**src/rtl/tilt_spi_pkg.sv**
```systemverilog
package tilt_spi_pkg;

    localparam int CMD_W  = 8;
    localparam int ACC_W  = 11;
    localparam int TEMP_W = 8;
    localparam int STAT_W = 8;

    localparam logic [CMD_W-1:0] OP_MEAS   = 8'h00;
    localparam logic [CMD_W-1:0] OP_TEMP   = 8'h08;
    localparam logic [CMD_W-1:0] OP_STATUS = 8'h0A;
    localparam logic [CMD_W-1:0] OP_RELOAD = 8'h0B;
    localparam logic [CMD_W-1:0] OP_SELFT  = 8'h0E;
    localparam logic [CMD_W-1:0] OP_ACCEL  = 8'h10;

    typedef enum logic [2:0] {
        PH_IDLE,
        PH_CMD,
        PH_DATA,
        PH_TAIL,
        PH_DEAD
    } phase_e;

endpackage

```
**src/rtl/tilt_spi_sync.sv**
```systemverilog
module tilt_spi_sync #(
    parameter int           W      = 3,
    parameter int           STAGES = 2,
    parameter logic [W-1:0] RST    = '0
) (
    input  logic         clk,
    input  logic         rst_n,
    input  logic [W-1:0] d_i,
    output logic [W-1:0] q_o
);

    logic [W-1:0] stg_q [STAGES];

    for (genvar g = 0; g < STAGES; g++) begin : g_stage
        if (g == 0) begin : g_first
            always_ff @(posedge clk or negedge rst_n) begin
                if (!rst_n) stg_q[g] <= RST;
                else        stg_q[g] <= d_i;
            end
        end else begin : g_next
            always_ff @(posedge clk or negedge rst_n) begin
                if (!rst_n) stg_q[g] <= RST;
                else        stg_q[g] <= stg_q[g-1];
            end
        end
    end

    assign q_o = stg_q[STAGES-1];

endmodule

```
**src/rtl/tilt_spi_refresh.sv**
```systemverilog
module tilt_spi_refresh #(
    parameter int               ACC_W   = 11,
    parameter int               TEMP_W  = 8,
    parameter int               PERIOD  = 18750,
    parameter logic [ACC_W-1:0] ACC_RST = 11'd1024
) (
    input  logic              clk,
    input  logic              rst_n,
    input  logic              cs_idle_i,
    input  logic [ACC_W-1:0]  acc_in_i,
    input  logic [TEMP_W-1:0] temp_in_i,
    output logic [ACC_W-1:0]  acc_o,
    output logic [TEMP_W-1:0] temp_o
);

    localparam int            CW   = (PERIOD > 2) ? $clog2(PERIOD) : 1;
    localparam logic [CW-1:0] LAST = CW'(PERIOD - 1);

    typedef struct packed {
        logic [CW-1:0]     cnt;
        logic [ACC_W-1:0]  acc;
        logic [TEMP_W-1:0] temp;
    } ref_t;

    ref_t d, q;

    always_comb begin
        d = q;
        if (q.cnt == LAST) begin
            d.cnt = '0;
            if (cs_idle_i) begin
                d.acc  = acc_in_i;
                d.temp = temp_in_i;
            end
        end else begin
            d.cnt = q.cnt + 1'b1;
        end
    end

    always_ff @(posedge clk or negedge rst_n) begin
        if (!rst_n) begin
            q.cnt  <= '0;
            q.acc  <= ACC_RST;
            q.temp <= '0;
        end else begin
            q <= d;
        end
    end

    assign acc_o  = q.acc;
    assign temp_o = q.temp;

endmodule

```
**src/rtl/tilt_spi_frame.sv**
```systemverilog
module tilt_spi_frame
    import tilt_spi_pkg::*;
#(
    parameter int ACC_W  = 11,
    parameter int TEMP_W = 8,
    parameter int STAT_W = 8
) (
    input  logic              clk,
    input  logic              rst_n,
    input  logic              csn_s_i,
    input  logic              sck_s_i,
    input  logic              mosi_s_i,
    input  logic [ACC_W-1:0]  acc_i,
    input  logic [TEMP_W-1:0] temp_i,
    input  logic [STAT_W-1:0] stat_i,
    output logic              miso_o,
    output logic              miso_oe_o,
    output logic              meas_stb_o,
    output logic              selftest_stb_o,
    output logic              reload_stb_o
);

    localparam int SH_A    = (ACC_W > TEMP_W) ? ACC_W : TEMP_W;
    localparam int SHIFT_W = (SH_A > STAT_W) ? SH_A : STAT_W;
    localparam int CNT_W   = $clog2(SHIFT_W + 1);
    localparam int NC_W    = $clog2(CMD_W);

    typedef struct packed {
        phase_e             ph;
        logic               sck_p;
        logic [NC_W-1:0]    ncmd;
        logic [CMD_W-1:0]   cmd;
        logic [SHIFT_W-1:0] sh;
        logic [CNT_W-1:0]   left;
        logic               miso;
        logic               oe;
        logic               s_meas;
        logic               s_selft;
        logic               s_reload;
    } frm_t;

    frm_t d, q;
    logic [CMD_W-1:0] cmd_nx;
    logic             sck_rise, sck_fall;

    assign sck_rise = sck_s_i & ~q.sck_p;
    assign sck_fall = ~sck_s_i & q.sck_p;
    assign cmd_nx   = {q.cmd[CMD_W-2:0], mosi_s_i};

    always_comb begin
        d          = q;
        d.sck_p    = sck_s_i;
        d.s_meas   = 1'b0;
        d.s_selft  = 1'b0;
        d.s_reload = 1'b0;
        if (csn_s_i) begin
            d.ph   = PH_IDLE;
            d.ncmd = '0;
            d.cmd  = '0;
            d.left = '0;
            d.miso = 1'b0;
            d.oe   = 1'b0;
        end else begin
            case (q.ph)
                PH_IDLE: begin
                    d.ph   = PH_CMD;
                    d.oe   = 1'b1;
                    d.miso = 1'b0;
                end
                PH_CMD: begin
                    if (sck_rise) begin
                        d.cmd  = cmd_nx;
                        d.ncmd = q.ncmd + 1'b1;
                        if (q.ncmd == NC_W'(CMD_W - 1)) begin
                            case (cmd_nx)
                                OP_ACCEL: begin
                                    d.sh   = SHIFT_W'(acc_i) << (SHIFT_W - ACC_W);
                                    d.left = CNT_W'(ACC_W);
                                    d.ph   = PH_DATA;
                                end
                                OP_TEMP: begin
                                    d.sh   = SHIFT_W'(temp_i) << (SHIFT_W - TEMP_W);
                                    d.left = CNT_W'(TEMP_W);
                                    d.ph   = PH_DATA;
                                end
                                OP_STATUS: begin
                                    d.sh   = SHIFT_W'(stat_i) << (SHIFT_W - STAT_W);
                                    d.left = CNT_W'(STAT_W);
                                    d.ph   = PH_DATA;
                                end
                                OP_MEAS: begin
                                    d.s_meas = 1'b1;
                                    d.ph     = PH_TAIL;
                                end
                                OP_SELFT: begin
                                    d.s_selft = 1'b1;
                                    d.ph      = PH_TAIL;
                                end
                                OP_RELOAD: begin
                                    d.s_reload = 1'b1;
                                    d.ph       = PH_TAIL;
                                end
                                default: begin
                                    d.ph = PH_DEAD;
                                    d.oe = 1'b0;
                                end
                            endcase
                        end
                    end
                end
                PH_DATA: begin
                    if (sck_fall) begin
                        if (q.left != '0) begin
                            d.miso = q.sh[SHIFT_W-1];
                            d.sh   = q.sh << 1;
                            d.left = q.left - 1'b1;
                        end else begin
                            d.miso = 1'b0;
                            d.ph   = PH_TAIL;
                        end
                    end
                end
                default: ;
            endcase
        end
    end

    always_ff @(posedge clk or negedge rst_n) begin
        if (!rst_n) begin
            q       <= '0;
            q.ph    <= PH_IDLE;
        end else begin
            q <= d;
        end
    end

    assign miso_o         = q.miso;
    assign miso_oe_o      = q.oe;
    assign meas_stb_o     = q.s_meas;
    assign selftest_stb_o = q.s_selft;
    assign reload_stb_o   = q.s_reload;

endmodule

```
**src/rtl/tilt_spi_slave.sv**
```systemverilog
module tilt_spi_slave
    import tilt_spi_pkg::*;
#(
    parameter int ACC_W       = tilt_spi_pkg::ACC_W,
    parameter int TEMP_W      = tilt_spi_pkg::TEMP_W,
    parameter int SYNC_STAGES = 2,
    parameter int REFRESH_CYC = 18750
) (
    input  logic              clk,
    input  logic              rst_n,
    input  logic              sck_i,
    input  logic              csn_i,
    input  logic              mosi_i,
    output logic              miso_o,
    output logic              miso_oe_o,
    input  logic [ACC_W-1:0]  acc_data_i,
    input  logic [TEMP_W-1:0] temp_data_i,
    input  logic              selftest_act_i,
    input  logic              parity_err_i,
    output logic              meas_stb_o,
    output logic              selftest_stb_o,
    output logic              reload_stb_o
);

    localparam logic [ACC_W-1:0] ZERO_TILT = ACC_W'(1) << (ACC_W - 1);

    logic [2:0]        pins_s;
    logic              csn_sync, sck_sync, mosi_sync;
    logic [ACC_W-1:0]  acc_reg;
    logic [TEMP_W-1:0] temp_reg;
    logic [STAT_W-1:0] status;

    tilt_spi_sync #(.W(3), .STAGES(SYNC_STAGES), .RST(3'b100)) u_sync (
        .clk   (clk),
        .rst_n (rst_n),
        .d_i   ({csn_i, sck_i, mosi_i}),
        .q_o   (pins_s)
    );

    assign csn_sync  = pins_s[2];
    assign sck_sync  = pins_s[1];
    assign mosi_sync = pins_s[0];
    assign status    = STAT_W'({parity_err_i, selftest_act_i});

    tilt_spi_refresh #(
        .ACC_W   (ACC_W),
        .TEMP_W  (TEMP_W),
        .PERIOD  (REFRESH_CYC),
        .ACC_RST (ZERO_TILT)
    ) u_refresh (
        .clk       (clk),
        .rst_n     (rst_n),
        .cs_idle_i (csn_sync),
        .acc_in_i  (acc_data_i),
        .temp_in_i (temp_data_i),
        .acc_o     (acc_reg),
        .temp_o    (temp_reg)
    );

    tilt_spi_frame #(.ACC_W(ACC_W), .TEMP_W(TEMP_W), .STAT_W(STAT_W)) u_frame (
        .clk            (clk),
        .rst_n          (rst_n),
        .csn_s_i        (csn_sync),
        .sck_s_i        (sck_sync),
        .mosi_s_i       (mosi_sync),
        .acc_i          (acc_reg),
        .temp_i         (temp_reg),
        .stat_i         (status),
        .miso_o         (miso_o),
        .miso_oe_o      (miso_oe_o),
        .meas_stb_o     (meas_stb_o),
        .selftest_stb_o (selftest_stb_o),
        .reload_stb_o   (reload_stb_o)
    );

endmodule

```
**config.mk**
```make
export PLATFORM = sky130hd
export DESIGN_NAME = tilt_spi_slave
export DESIGN_NICKNAME = d
export VERILOG_FILES = /design/src/rtl/tilt_spi_pkg.sv /design/src/rtl/tilt_spi_sync.sv /design/src/rtl/tilt_spi_refresh.sv /design/src/rtl/tilt_spi_frame.sv /design/src/rtl/tilt_spi_slave.sv
export SDC_FILE = /design/constraint.sdc
export NUM_CORES = 1
export LEC_CHECK = 0
export ABC_AREA = 0
export BUFFER_PORTS_ARGS = -buffer_cell sky130_fd_sc_hd__buf_4
export CAP_MARGIN = 20
export CORE_MARGIN = 4
export CORE_UTILIZATION = 63
export CTS_CLUSTER_SIZE = 28
export DETAILED_ROUTE_END_ITERATION = 8
export PLACE_DENSITY = 0.84
export SLEW_MARGIN = 20
export SYNTH_ARGS = -nofsm -noshare
export SYNTH_HDL_FRONTEND = slang
export SYNTH_SLANG_ARGS = --single-unit
```
**constraint.sdc**
```tcl
create_clock -name clk -period 4.85 [get_ports clk]
set_clock_uncertainty 0.15 [all_clocks]
set_input_delay 0.2425 -clock clk [delete_from_list [all_inputs] [get_ports clk]]
set_output_delay 0.2425 -clock clk [all_outputs]
set_load 0.01 [all_outputs]
```
==> impl_metrics.csv <==
group,metric,value,unit
layout,area_growth,19.3,%
synthesis,avgSynthCellArea,10.9,µm²
synthesis,synth-edff-count,0,
detailed_routing,vias,2575,
synthesis,synth.distinct_cells,56,
place,place_area,0.00372,mm²
sta,tightest_slew,1.08,ns
synthesis,yosysWarnings,0,
clock_tree,cts_tree,"built",
setup_path,arrival,2.61,ns
grt,grt_util_all_layers,25.0,%
pwr,powerDensity,297,mW/mm²
place,hpwlAfterDp,4490,µm
synthesis,synth_top_area_cell,"dfrtp_1",
synthesis,synth_area_leaders,"dfrtp_1, mux2_4, nor2_1",
synthesis,syn_inst,319,
layout,drive_above_1_share,20.9,%
clock_tree,cts_sinks,74,
layout,multi_input_area,0.00152,mm²
hold_path,hp-class,"register to register",
setup_path,endpoint_kind,"register",
pwr,power,1230,µW
layout,nFillCells,323,
clock_tree,cts.clk_slew.worst_paths,0.08,ns
outcome,status,"completed",
clock_tree,cts_root_buf,"clkbuf_8",
setup_path,worstSetupStartpointType,"register",
floorplanning,rows,26,
setup_path,max_stage_delay,0.96,ns
pwr,combPwrFrac,7.4,%
setup_path,slowest_stage,"nor4_1",
grt,first_global_vias,2618,
layout,final-seq-area,0.00186,mm²
detailed_routing,post_drt_wl_per_cell,16.4,µm
pwr,seqPwrFrac,52.8,%
setup_path,required,4.96,ns
synthesis,ys_seq_area_share,53.2,%
grt,antenna_found_initial,0,
layout,finish.instance_area,0.00416,mm²
pwr,p_sw_share,23.2,%
sta,final.min_clock_period,2.50,ns
synthesis,synth-async-reset-ratio,100,%
setup_path,path_cells,"or3_1, nor4_1, nand2_1, a31oi_1",
clock_tree,cts-resized-gates,0,
synthesis,ys.flop_type,"dfrtp_1",
synthesis,syn-num-nets,351,
pwr,power_switching,286,µW
sta,slew_violations,0,
clock_tree,cts_inserted_buffers,9,
detailed_routing,drc_errors,0,
pwr,vdd_drop_max,0.208,mV
detailed_routing,via_per_inst,5.81,
floorplanning,die_area,0.00679,mm²
detailed_routing,initialDrtViolationCount,184,
clock_tree,clock_path_buffers,2,
layout,fin_nets,400,
grt,grt_max_degree,75,
grt,grt-ovfl-total,0,
sta,fin_crit_sh,51.6,%
setup_path,crit_fanout,7,
sta,finalHoldViolCount,0,
synthesis,netlist_area,0.00349,mm²
sta,setup_viol,0,
sta,fmax,400,MHz
place,io_buffer_count,30,
floorplanning,die_h,82.4,µm
floorplanning,fp.dieW,82.4,µm
pwr,internal_power,948,µW
pwr,clkPwrFrac,39.8,%
place,placedCellCount,403,
floorplanning,coreArea,0.00524,mm²
job,maxCapViolCount,0,
synthesis,synth-seq-cells,74,
detailed_routing,ant_nets,0,
layout,antenna_cells,0,
sta,slew_headroom,27.1,%
floorplanning,io_pins,31,
floorplanning,initial_core_util,66.6,%
place,place_congestion,0.828,
synthesis,synth_top_area_share,50.9,%
clock_tree,htree_levels,3,
detailed_routing,finalWirelength,7290,µm
detailed_routing,firstDrtPassIters,4,
sta,rsz0062_at_grt,"no",
layout,instances_no_fill,443,
setup_path,crit_type,"register to register",
clock_tree,clkLatencyLatePin,0.35,ns
pwr,p_leak,0.00192,µW
grt,grt_pass1_wl,12600,µm
sta,fin_tns_setup,0,ns
-- per-layer routing --
layer / share of wire [%] / wire length [µm] / GRT usage, %
met1: 42 / 3090 / 32.9
met2: 51 / 3750 / 40.5
met3: 4.5 / 325 / 5.10
met4: 1.7 / 125 / 10.1
met5: 0 / 0 / 0
-- path summary, 6_finish.rpt --
check	from	to	slack (ns)	depth (start not counted)
worst max-delay path	u_frame.cmd_nx[5]	u_frame.q[18]	2.35	4
worst min-delay path	u_sync.stg_q[4]	u_sync.q_o[1]	0.20	0
worst max register to register	u_frame.cmd_nx[5]	u_frame.q[18]	2.35	4
worst min register to register	u_sync.stg_q[4]	u_sync.q_o[1]	0.20	0
max in group asynchronous	rst_n	u_frame.selftest_stb_o	3.55	2
min in group asynchronous	rst_n	u_frame.cmd_nx[7]	0.40	2
-- critical path: cells and delay by family, from the launching register on --
family | cells | cell delay (ns)
and+or+nand+nor | 3 | 1.60
DFF | 1 | 0.41
AOI/OAI and AO/OA | 1 | 0.24
-- cell type report --
type | count | share of cell area, %
clock inverters | 5 | 1.26
flip-flops and latches | 74 | 44.6
multi-input cells | 221 | 36.5
repair buffers | 55 | 11.3
well taps | 70 | 2.10
inverters | 7 | 0.631
clock buffers | 11 | 3.64
-- sequential cells by signal, indices dropped and copies added, names as in the netlist --
register / cells
u_sync.q_o: 3
u_frame.reload_stb_o: 1
u_refresh.temp_o: 8
u_refresh.acc_o: 11
u_frame.q: 22
u_sync.stg_q: 3
u_frame.meas_stb_o: 1
u_frame.cmd_nx: 7
u_frame.miso_o: 1
u_refresh.q: 15
u_frame.selftest_stb_o: 1
u_frame.miso_oe_o: 1
-- cell usage after synthesis, drive strengths merged, types with 8 or more instances --
library cell / count
a31oi: 9
clkbuf: 13
mux2: 19
mux2i: 11
xor2: 8
a21oi: 15
dfrtp: 71
nand3: 9
nor2: 40
nand2: 24
-- power by group through the flow --
| stage | clock, µW | combinational [µW] | sequential (µW) |
|---|---|---|---|
| 2_1_floorplan | 0 | 48.9 | 651 |
| 3_3_place_gp | 0 | 73.8 | 662 |
| 3_5_place_dp | 0 | 76.0 | 663 |
| 4_1_cts | 492 | 91.1 | 651 |
| 5_1_grt | 528 | 102 | 654 |
| 6_report | 491 | 91.1 | 652 |
-- metrics by stage --
step / util [%] / setup WS (ns) / hold slack (ns)
after floorplan: - / 2.58 / -0.203
after global placement: 71.0 / 2.29 / 0.184
after detailed placement: 71.0 / 2.21 / 0.185
after CTS: 79.3 / 2.18 / 0.200
after global routing: 79.5 / 2.26 / 0.212
final: 79.5 / 2.35 / 0.200
-- cells by family after synthesis --
kind of cell	after synthesis	synth area share, %
compound gates	48	8.78
xor+xnor	13	3.26
fa+ha+maj	7	2.44
buf+inv	24	3.30
flops	74	53.2
mux	30	10.4
simple gates	123	18.7
-- cell usage in the layout, fill, tap and decap left out, types with 3 or more instances in the layout --
master          n
a21oi_1        15
a31oi_1         9
and3_1          7
buf_4          32
clkbuf_8       11
clkinv_2        3
dfrtp_1        71
dfstp_2         3
dlygate4sd3_1  23
ha_1            6
inv_1           7
mux2_2          9
mux2_4         10
mux2i_1        11
nand2_1        24
nand3_1         9
nand3b_1        3
nand4_1         5
nor2_1         40
nor2b_1         3
nor3_1          4
nor3b_1         4
nor4_1          3
o211ai_1        4
o21ai_0         7
or3_1           4
xnor2_1         5
xor2_1          8
-- repair_timing --
action                                 4_1_cts  5_1_grt
hold buffers                                23        0
endpoints found under the hold margin       93        0
setup buffers                                0        0
Power figures use the tool's default switching activity.
